--- src/rtl/mbus_pkg.sv ---
package mbus_pkg;
  typedef enum logic [2:0] {
    ST_IDLE, ST_T1, ST_T2, ST_T3, ST_TW, ST_T4, ST_HOLD
  } busState_t;

  // strobes from sequencer to datapath
  typedef struct packed {
    logic clear;      // internal reset
    logic load;       // latch the request
    logic addrPhase;  // T1
    logic statPhase;  // T2..T4 incl. wait states
    logic drvData;    // write data on the bus
    logic capture;    // sample read data
  } dpCtl_t;
endpackage

--- src/rtl/mbus_ctrl.sv ---
module mbus_ctrl
  import mbus_pkg::*;
#(
  parameter int RST_MIN = 4
) (
  input  logic   clk,
  input  logic   rst,
  input  logic   reqValid,
  input  logic   ready,
  input  logic   hold,
  input  logic   isWrite,
  output dpCtl_t ctl,
  output logic   ale,
  output logic   rdN,
  output logic   wrN,
  output logic   denN,
  output logic   hlda,
  output logic   busOe,
  output logic   reqTaken,
  output logic   reqDone
);
  localparam int CW = $clog2(RST_MIN + 1);
  localparam logic [CW-1:0] CNT_TOP = CW'(RST_MIN);

  logic [CW-1:0] rstCnt;
  logic          inReset;
  busState_t     state, nextState, cur;
  logic          strobeOn, dataOn, canStart;

  // reset stretch: counts from first high clock up to RST_MIN
  always_ff @(posedge clk) begin
    if (rst) begin
      if (rstCnt < CNT_TOP) rstCnt <= rstCnt + 1'b1;
    end else if (rstCnt != '0 && rstCnt < CNT_TOP) begin
      rstCnt <= rstCnt + 1'b1;
    end else begin
      rstCnt <= '0;
    end
  end

  assign inReset = rst || (rstCnt != '0 && rstCnt < CNT_TOP);
  assign cur     = inReset ? ST_IDLE : state;
  assign canStart = (cur == ST_IDLE || cur == ST_T4) && !hold && !inReset;

  always_comb begin
    nextState = cur;
    unique case (cur)
      ST_IDLE: if (hold) nextState = ST_HOLD;
               else if (reqValid) nextState = ST_T1;
      ST_T1:   nextState = ST_T2;
      ST_T2:   nextState = ST_T3;
      ST_T3,
      ST_TW:   nextState = ready ? ST_T4 : ST_TW;
      ST_T4:   if (hold) nextState = ST_HOLD;
               else if (reqValid) nextState = ST_T1;
               else nextState = ST_IDLE;
      ST_HOLD: nextState = hold ? ST_HOLD : ST_IDLE;
      default: nextState = ST_IDLE;
    endcase
  end

  always_ff @(posedge clk) begin
    state <= inReset ? ST_IDLE : nextState;
  end

  assign strobeOn = (cur == ST_T2) || (cur == ST_T3) || (cur == ST_TW);
  assign dataOn   = strobeOn || (cur == ST_T4);

  assign ale      = (cur == ST_T1);
  assign rdN      = !(strobeOn && !isWrite);
  assign wrN      = !(strobeOn && isWrite);
  assign denN     = !(isWrite ? dataOn : strobeOn);
  assign hlda     = (cur == ST_HOLD);
  assign busOe    = (cur != ST_HOLD);
  assign reqTaken = canStart && reqValid;
  assign reqDone  = (cur == ST_T4);

  always_comb begin
    ctl.clear     = inReset;
    ctl.load      = reqTaken;
    ctl.addrPhase = (cur == ST_T1);
    ctl.statPhase = dataOn;
    ctl.drvData   = isWrite && dataOn;
    ctl.capture   = !isWrite && ready && ((cur == ST_T3) || (cur == ST_TW));
  end
endmodule

--- src/rtl/mbus_dp.sv ---
module mbus_dp
  import mbus_pkg::*;
#(
  parameter int ADDR_W = 20,
  parameter int DATA_W = 16
) (
  input  logic              clk,
  input  dpCtl_t            ctl,
  input  logic              reqWrite,
  input  logic              reqMem,
  input  logic [1:0]        reqSeg,
  input  logic [ADDR_W-1:0] reqAddr,
  input  logic              reqHigh,
  input  logic [DATA_W-1:0] reqWdata,
  input  logic [DATA_W-1:0] adIn,
  output logic              isWrite,
  output logic [DATA_W-1:0] adOut,
  output logic              adOe,
  output logic [ADDR_W-DATA_W-1:0] addrStat,
  output logic              mIo,
  output logic              bheN,
  output logic              dtR,
  output logic [DATA_W-1:0] rdData
);
  localparam int UW = ADDR_W - DATA_W;

  logic [ADDR_W-1:0] rAddr;
  logic [DATA_W-1:0] rWdata;
  logic [1:0]        rSeg;
  logic              rWrite, rMem, rHigh;

  always_ff @(posedge clk) begin
    if (ctl.clear) begin
      rAddr  <= '0;
      rWdata <= '0;
      rSeg   <= '0;
      rWrite <= 1'b0;
      rMem   <= 1'b1;
      rHigh  <= 1'b0;
      rdData <= '0;
    end else begin
      if (ctl.load) begin
        rAddr  <= reqAddr;
        rWdata <= reqWdata;
        rSeg   <= reqSeg;
        rWrite <= reqWrite;
        rMem   <= reqMem;
        rHigh  <= reqHigh;
      end
      if (ctl.capture) rdData <= adIn;
    end
  end

  assign isWrite  = rWrite;
  assign adOut    = ctl.addrPhase ? rAddr[DATA_W-1:0] : rWdata;
  assign adOe     = ctl.addrPhase || ctl.drvData;
  assign addrStat = ctl.addrPhase ? rAddr[ADDR_W-1:DATA_W]
                  : (ctl.statPhase ? UW'(rSeg) : '0);
  assign mIo      = rMem;
  assign bheN     = !rHigh;
  assign dtR      = rWrite;
endmodule

--- src/rtl/mux_bus_seq.sv ---
module mux_bus_seq
  import mbus_pkg::*;
#(
  parameter int ADDR_W  = 20,
  parameter int DATA_W  = 16,
  parameter int RST_MIN = 4
) (
  input  logic              clk,
  input  logic              rst,
  input  logic              reqValid,
  input  logic              reqWrite,
  input  logic              reqMem,
  input  logic [1:0]        reqSeg,
  input  logic [ADDR_W-1:0] reqAddr,
  input  logic              reqHigh,
  input  logic [DATA_W-1:0] reqWdata,
  output logic              reqTaken,
  output logic              reqDone,
  output logic [DATA_W-1:0] rdData,
  output logic [DATA_W-1:0] adOut,
  output logic              adOe,
  input  logic [DATA_W-1:0] adIn,
  output logic [ADDR_W-DATA_W-1:0] addrStat,
  output logic              ale,
  output logic              bheN,
  output logic              rdN,
  output logic              wrN,
  output logic              denN,
  output logic              dtR,
  output logic              mIo,
  input  logic              ready,
  input  logic              hold,
  output logic              hlda,
  output logic              busOe
);
  dpCtl_t ctl;
  logic   isWrite;

  mbus_ctrl #(.RST_MIN(RST_MIN)) u_ctrl (
    .clk(clk), .rst(rst), .reqValid(reqValid), .ready(ready), .hold(hold),
    .isWrite(isWrite), .ctl(ctl), .ale(ale), .rdN(rdN), .wrN(wrN),
    .denN(denN), .hlda(hlda), .busOe(busOe), .reqTaken(reqTaken),
    .reqDone(reqDone)
  );

  mbus_dp #(.ADDR_W(ADDR_W), .DATA_W(DATA_W)) u_dp (
    .clk(clk), .ctl(ctl), .reqWrite(reqWrite), .reqMem(reqMem),
    .reqSeg(reqSeg), .reqAddr(reqAddr), .reqHigh(reqHigh),
    .reqWdata(reqWdata), .adIn(adIn), .isWrite(isWrite), .adOut(adOut),
    .adOe(adOe), .addrStat(addrStat), .mIo(mIo), .bheN(bheN), .dtR(dtR),
    .rdData(rdData)
  );
endmodule

--- config.mk ---
export PLATFORM = sky130hd
export DESIGN_NAME = mux_bus_seq
export DESIGN_NICKNAME = d
export VERILOG_FILES = /design/src/rtl/mbus_pkg.sv /design/src/rtl/mbus_ctrl.sv /design/src/rtl/mbus_dp.sv /design/src/rtl/mux_bus_seq.sv
export SDC_FILE = /design/constraint.sdc
export NUM_CORES = 1
export LEC_CHECK = 0
export BUFFER_PORTS_ARGS = -buffer_cell sky130_fd_sc_hd__buf_2
export CORE_UTILIZATION = 35
export DETAILED_ROUTE_END_ITERATION = 8
export GPL_ROUTABILITY_DRIVEN = 0
export SYNTH_ARGS = -nofsm -noshare
export SYNTH_HDL_FRONTEND = slang
export SYNTH_SLANG_ARGS = --single-unit
--- constraint.sdc ---
create_clock -name clk -period 1.8 [get_ports clk]
set_input_delay 0.36 -clock clk [delete_from_list [all_inputs] [get_ports clk]]
set_output_delay 0.36 -clock clk [all_outputs]
set_load 0.02 [all_outputs]
==> impl_metrics.csv <==
group,metric,value,unit
floorplan,fp.coreArea,7730,um2
grt,grt_max_degree,42,
floorplan,die_h,91.2,um
critical_path,timing.rr.end,"u_dp.rdData[3]",
critical_path,end_kind,"primary output",
drt,viasPerCell,4.86,
cts,cts_buffer_depth,2,
cts,cts-root-buf,"clkbuf_8",
sta,relSlewSlack,72.7,%
placement,place_hpwl,4990,um
sta,fmax,0.454,GHz
worst_hold_path,worstHoldStart,"reqMem",
cts,cts_tree,"built",
layout,final_common_cell,"nand2_1",
layout,multi_input_area,1440,um2
placement,port_buffers,109,
layout,layout.area.seq,1290,um2
outcome,status,"finished, violations left",
sta,worst_slack,-0.403,ns
sta,worst_pin_slew,0.410,ns
grt,grt.total_usage,19.5,%
power,leakage,1.82,nW
cts,h-tree-depth,3,
layout,fillCellCount,729,
drt,wirelength,7880,um
floorplan,start_util,36.1,%
placement,pre_cts_ws,-0.119,ns
layout,area_growth,50.3,%
critical_path,arrival,1.84,ns
synth,postSynthCellCount,338,
floorplan,die-width,91.2,um
cts,cts_buffers,9,
critical_path,timing.rr.start,"u_ctrl.rstCnt[1]",
synth,postSynthAreaPerCell,8.25,um2
sta,finClkSkew,0.00948,ns
drt,drtPass1Iterations,4,
floorplan,io_pins,110,
grt,grt_first_pass_wirelength,12700,um
critical_path,crit_chain,"inv_2, ha_4, nor2_4, nor2_4, buf_4, buf_6, buf_12, and3_1, buf_4",
critical_path,worst-path-buf-inv,5,
sta,tns,-10.36,ns
grt,grt_pass1_vias,2684,
cts,cts.clk_slew.worst_paths,0.07,ns
grt,antenna_found_initial,0,
sta,setup_violations,44,
critical_path,cp-start-kind,"register",
cts,postCtsHoldBufs,0,
drt,vias,2808,
critical_path,cpMaxStageDelayCell,"edfxtp_1",
floorplan,rows,32,
drt,drc,0,
synth,ys_seq_area_share,46.3,%
critical_path,cpPeakStageDelay,0.41,ns
drt,routedWlPerCell,13.6,um
flow_run,maxCapViolations,0,
drt,drtAntennaViolNets,0,
cts,clk_latency,0.34,ns
synth,yosys_warnings,0,
floorplan,die_area,8330,um2
critical_path,path_max_fanout,6,
grt,grt-ovfl-total,0,
worst_hold_path,min_path_type,"primary input to register",
worst_hold_path,holdPathEnd,"u_dp.mIo",
sta,fin_crit_sh,122,%
power,power_density,1280,nW/um2
sta,min_period,2.20,ns
critical_path,reg2regPathDepth,11,
synth,synth_area,2790,um2
critical_path,worstPathRequired,1.44,ns
sta,hold_viol_final,0,
synth,synth-seq-cells,63,
worst_hold_path,hold_depth,3,
critical_path,critical_path.top_delay_family,"buffers and inverters",
layout,post_route_cells_drive_above_1_share,44.1,%
layout,nNetsFinal,535,
critical_path,worst-setup-path-type,"register to primary output",
layout,mostFrequentLayoutCells,"nand2_1 (102), buf_2 (88), dfxtp_1 (58)",
outcome,violations,"negative setup slack",
synth,synth_cell_types,40,
drt,drtIter0Drc,84,
cts,cts.sink_count,63,
critical_path,r2r_slack,-0.06,ns
power,ir_worst_vdd,0.000518,V
layout,n_antenna_cell,0,
sta,rsz0062_at_grt,"yes",
synth,synth_fp_nets,402,
sta,finalMaxSlewViolations,0,
-- repair_timing --
| action | CTS | global route |
|---|---|---|
| gates cloned | 4 | 2 |
| pin swaps | 6 | 2 |
| hold endpoints to repair | 0 | 0 |
| buffers inserted | 9 | 2 |
| setup endpoints to repair | 29 | 85 |
| resized for setup | 55 | 27 |
-- synthesized netlist by cell type, drive strengths merged --
library cell | number | area [um2]
xnor2 | 1 | 8.76
nand2 | 104 | 398
nor3 | 2 | 26.3
inv | 7 | 26.3
or3 | 2 | 12.5
nand3 | 17 | 85.1
a21oi | 44 | 224
or3b | 1 | 8.76
a2111oi | 1 | 8.76
buf | 16 | 123
a211oi | 1 | 7.51
nand2b | 5 | 31.3
nor2b | 3 | 18.8
o21bai | 1 | 7.51
a2bb2oi | 1 | 8.76
and3 | 3 | 18.8
a221oi | 1 | 8.76
mux2i | 1 | 10.0
ha | 2 | 25.0
clkbuf | 10 | 38.8
or2 | 1 | 6.26
o21ai | 17 | 85.1
edfxtp | 3 | 90.1
and2 | 1 | 6.26
dfxtp | 60 | 1200
nand3b | 1 | 7.51
xor2 | 1 | 8.76
a22oi | 2 | 15.0
nor2 | 11 | 41.3
mux2 | 16 | 214
a21o | 1 | 7.51
o32ai | 1 | 8.76
-- registers in the layout (all words and copies together), names as in the netlist --
name	count
u_ctrl.rstCnt	3
u_ctrl.state	3
u_dp.dtR	1
u_dp.mIo	1
u_dp.rAddr	20
u_dp.rHigh	1
u_dp.rSeg	2
u_dp.rWdata	16
u_dp.rdData	16
-- area by class of cell --
class	instances	share of cell area, %
clock inverter	7	1.73
tap	102	3.05
clock buffer	9	2.96
sequential	63	30.9
multi-input combinational	244	34.5
inverter	7	0.687
timing repair buffer	146	26.2
-- kinds of logic after synthesis --
kind of cell             count (synthesis)  synth area share, %
XOR/XNOR                                 2                0.628
flip-flops                              63                 46.3
multiplexers                            17                 8.03
buffers and inverters                   33                 6.73
adder cells (fa/ha/maj)                  2                0.898
AO/OA/AOI/OAI                           70                 13.7
AND/OR/NAND/NOR                        151                 23.7
-- through the flow --
| stage | area, um2 | cells | power, mW | util [%] | hold slack [ns] |
|---|---|---|---|---|---|
| finish | 4190 | 578 | 5.38 | 54.2 | 0.229 |
| global route | 4190 | 578 | 5.71 | 54.2 | 0.223 |
| CTS | 4080 | 575 | 5.24 | 52.8 | 0.214 |
| detailed placement | 3530 | 546 | 3.51 | 45.7 | 0.446 |
| global placement | 3530 | 546 | 3.48 | 45.7 | 0.440 |
| floorplan | 2810 | 338 | 2.92 | - | 0.432 |
-- tightest hold or removal path, stage by stage --
cell     delay, ns
buf_2         0.07
nand2_1       0.04
nand3_1       0.06
-- power breakdown --
group	total [mW]	switching, mW	internal, mW
combinational	2.40	1.25	1.15
sequential	1.77	0.155	1.62
clock	1.20	0.564	0.640
total	5.38	1.97	3.41
-- worst max-delay path by stage --
stage / startpoint / slack [ns] / cells past startpoint / end
floorplan: u_ctrl.rstCnt[0] / -0.02 / 7 / hlda
global placement: u_ctrl.rstCnt[1] / -0.07 / 7 / adOut[4]
detailed placement: u_ctrl.rstCnt[1] / -0.12 / 7 / adOut[2]
CTS: u_ctrl.rstCnt[1] / -0.42 / 7 / adOut[11]
global route: u_ctrl.rstCnt[0] / -0.48 / 9 / addrStat[3]
finish: u_ctrl.rstCnt[1] / -0.40 / 9 / addrStat[3]
-- routing by layer --
layer,vias to the layer above,track usage [%],share of wire (%)
met2,67,34.0,52
met3,14,6.28,4.7
li1,1386,-,-
met5,-,0,0
met1,1341,22.2,42
met4,0,7.28,1.8
Note: power is estimated with default switching activity, not from simulation.
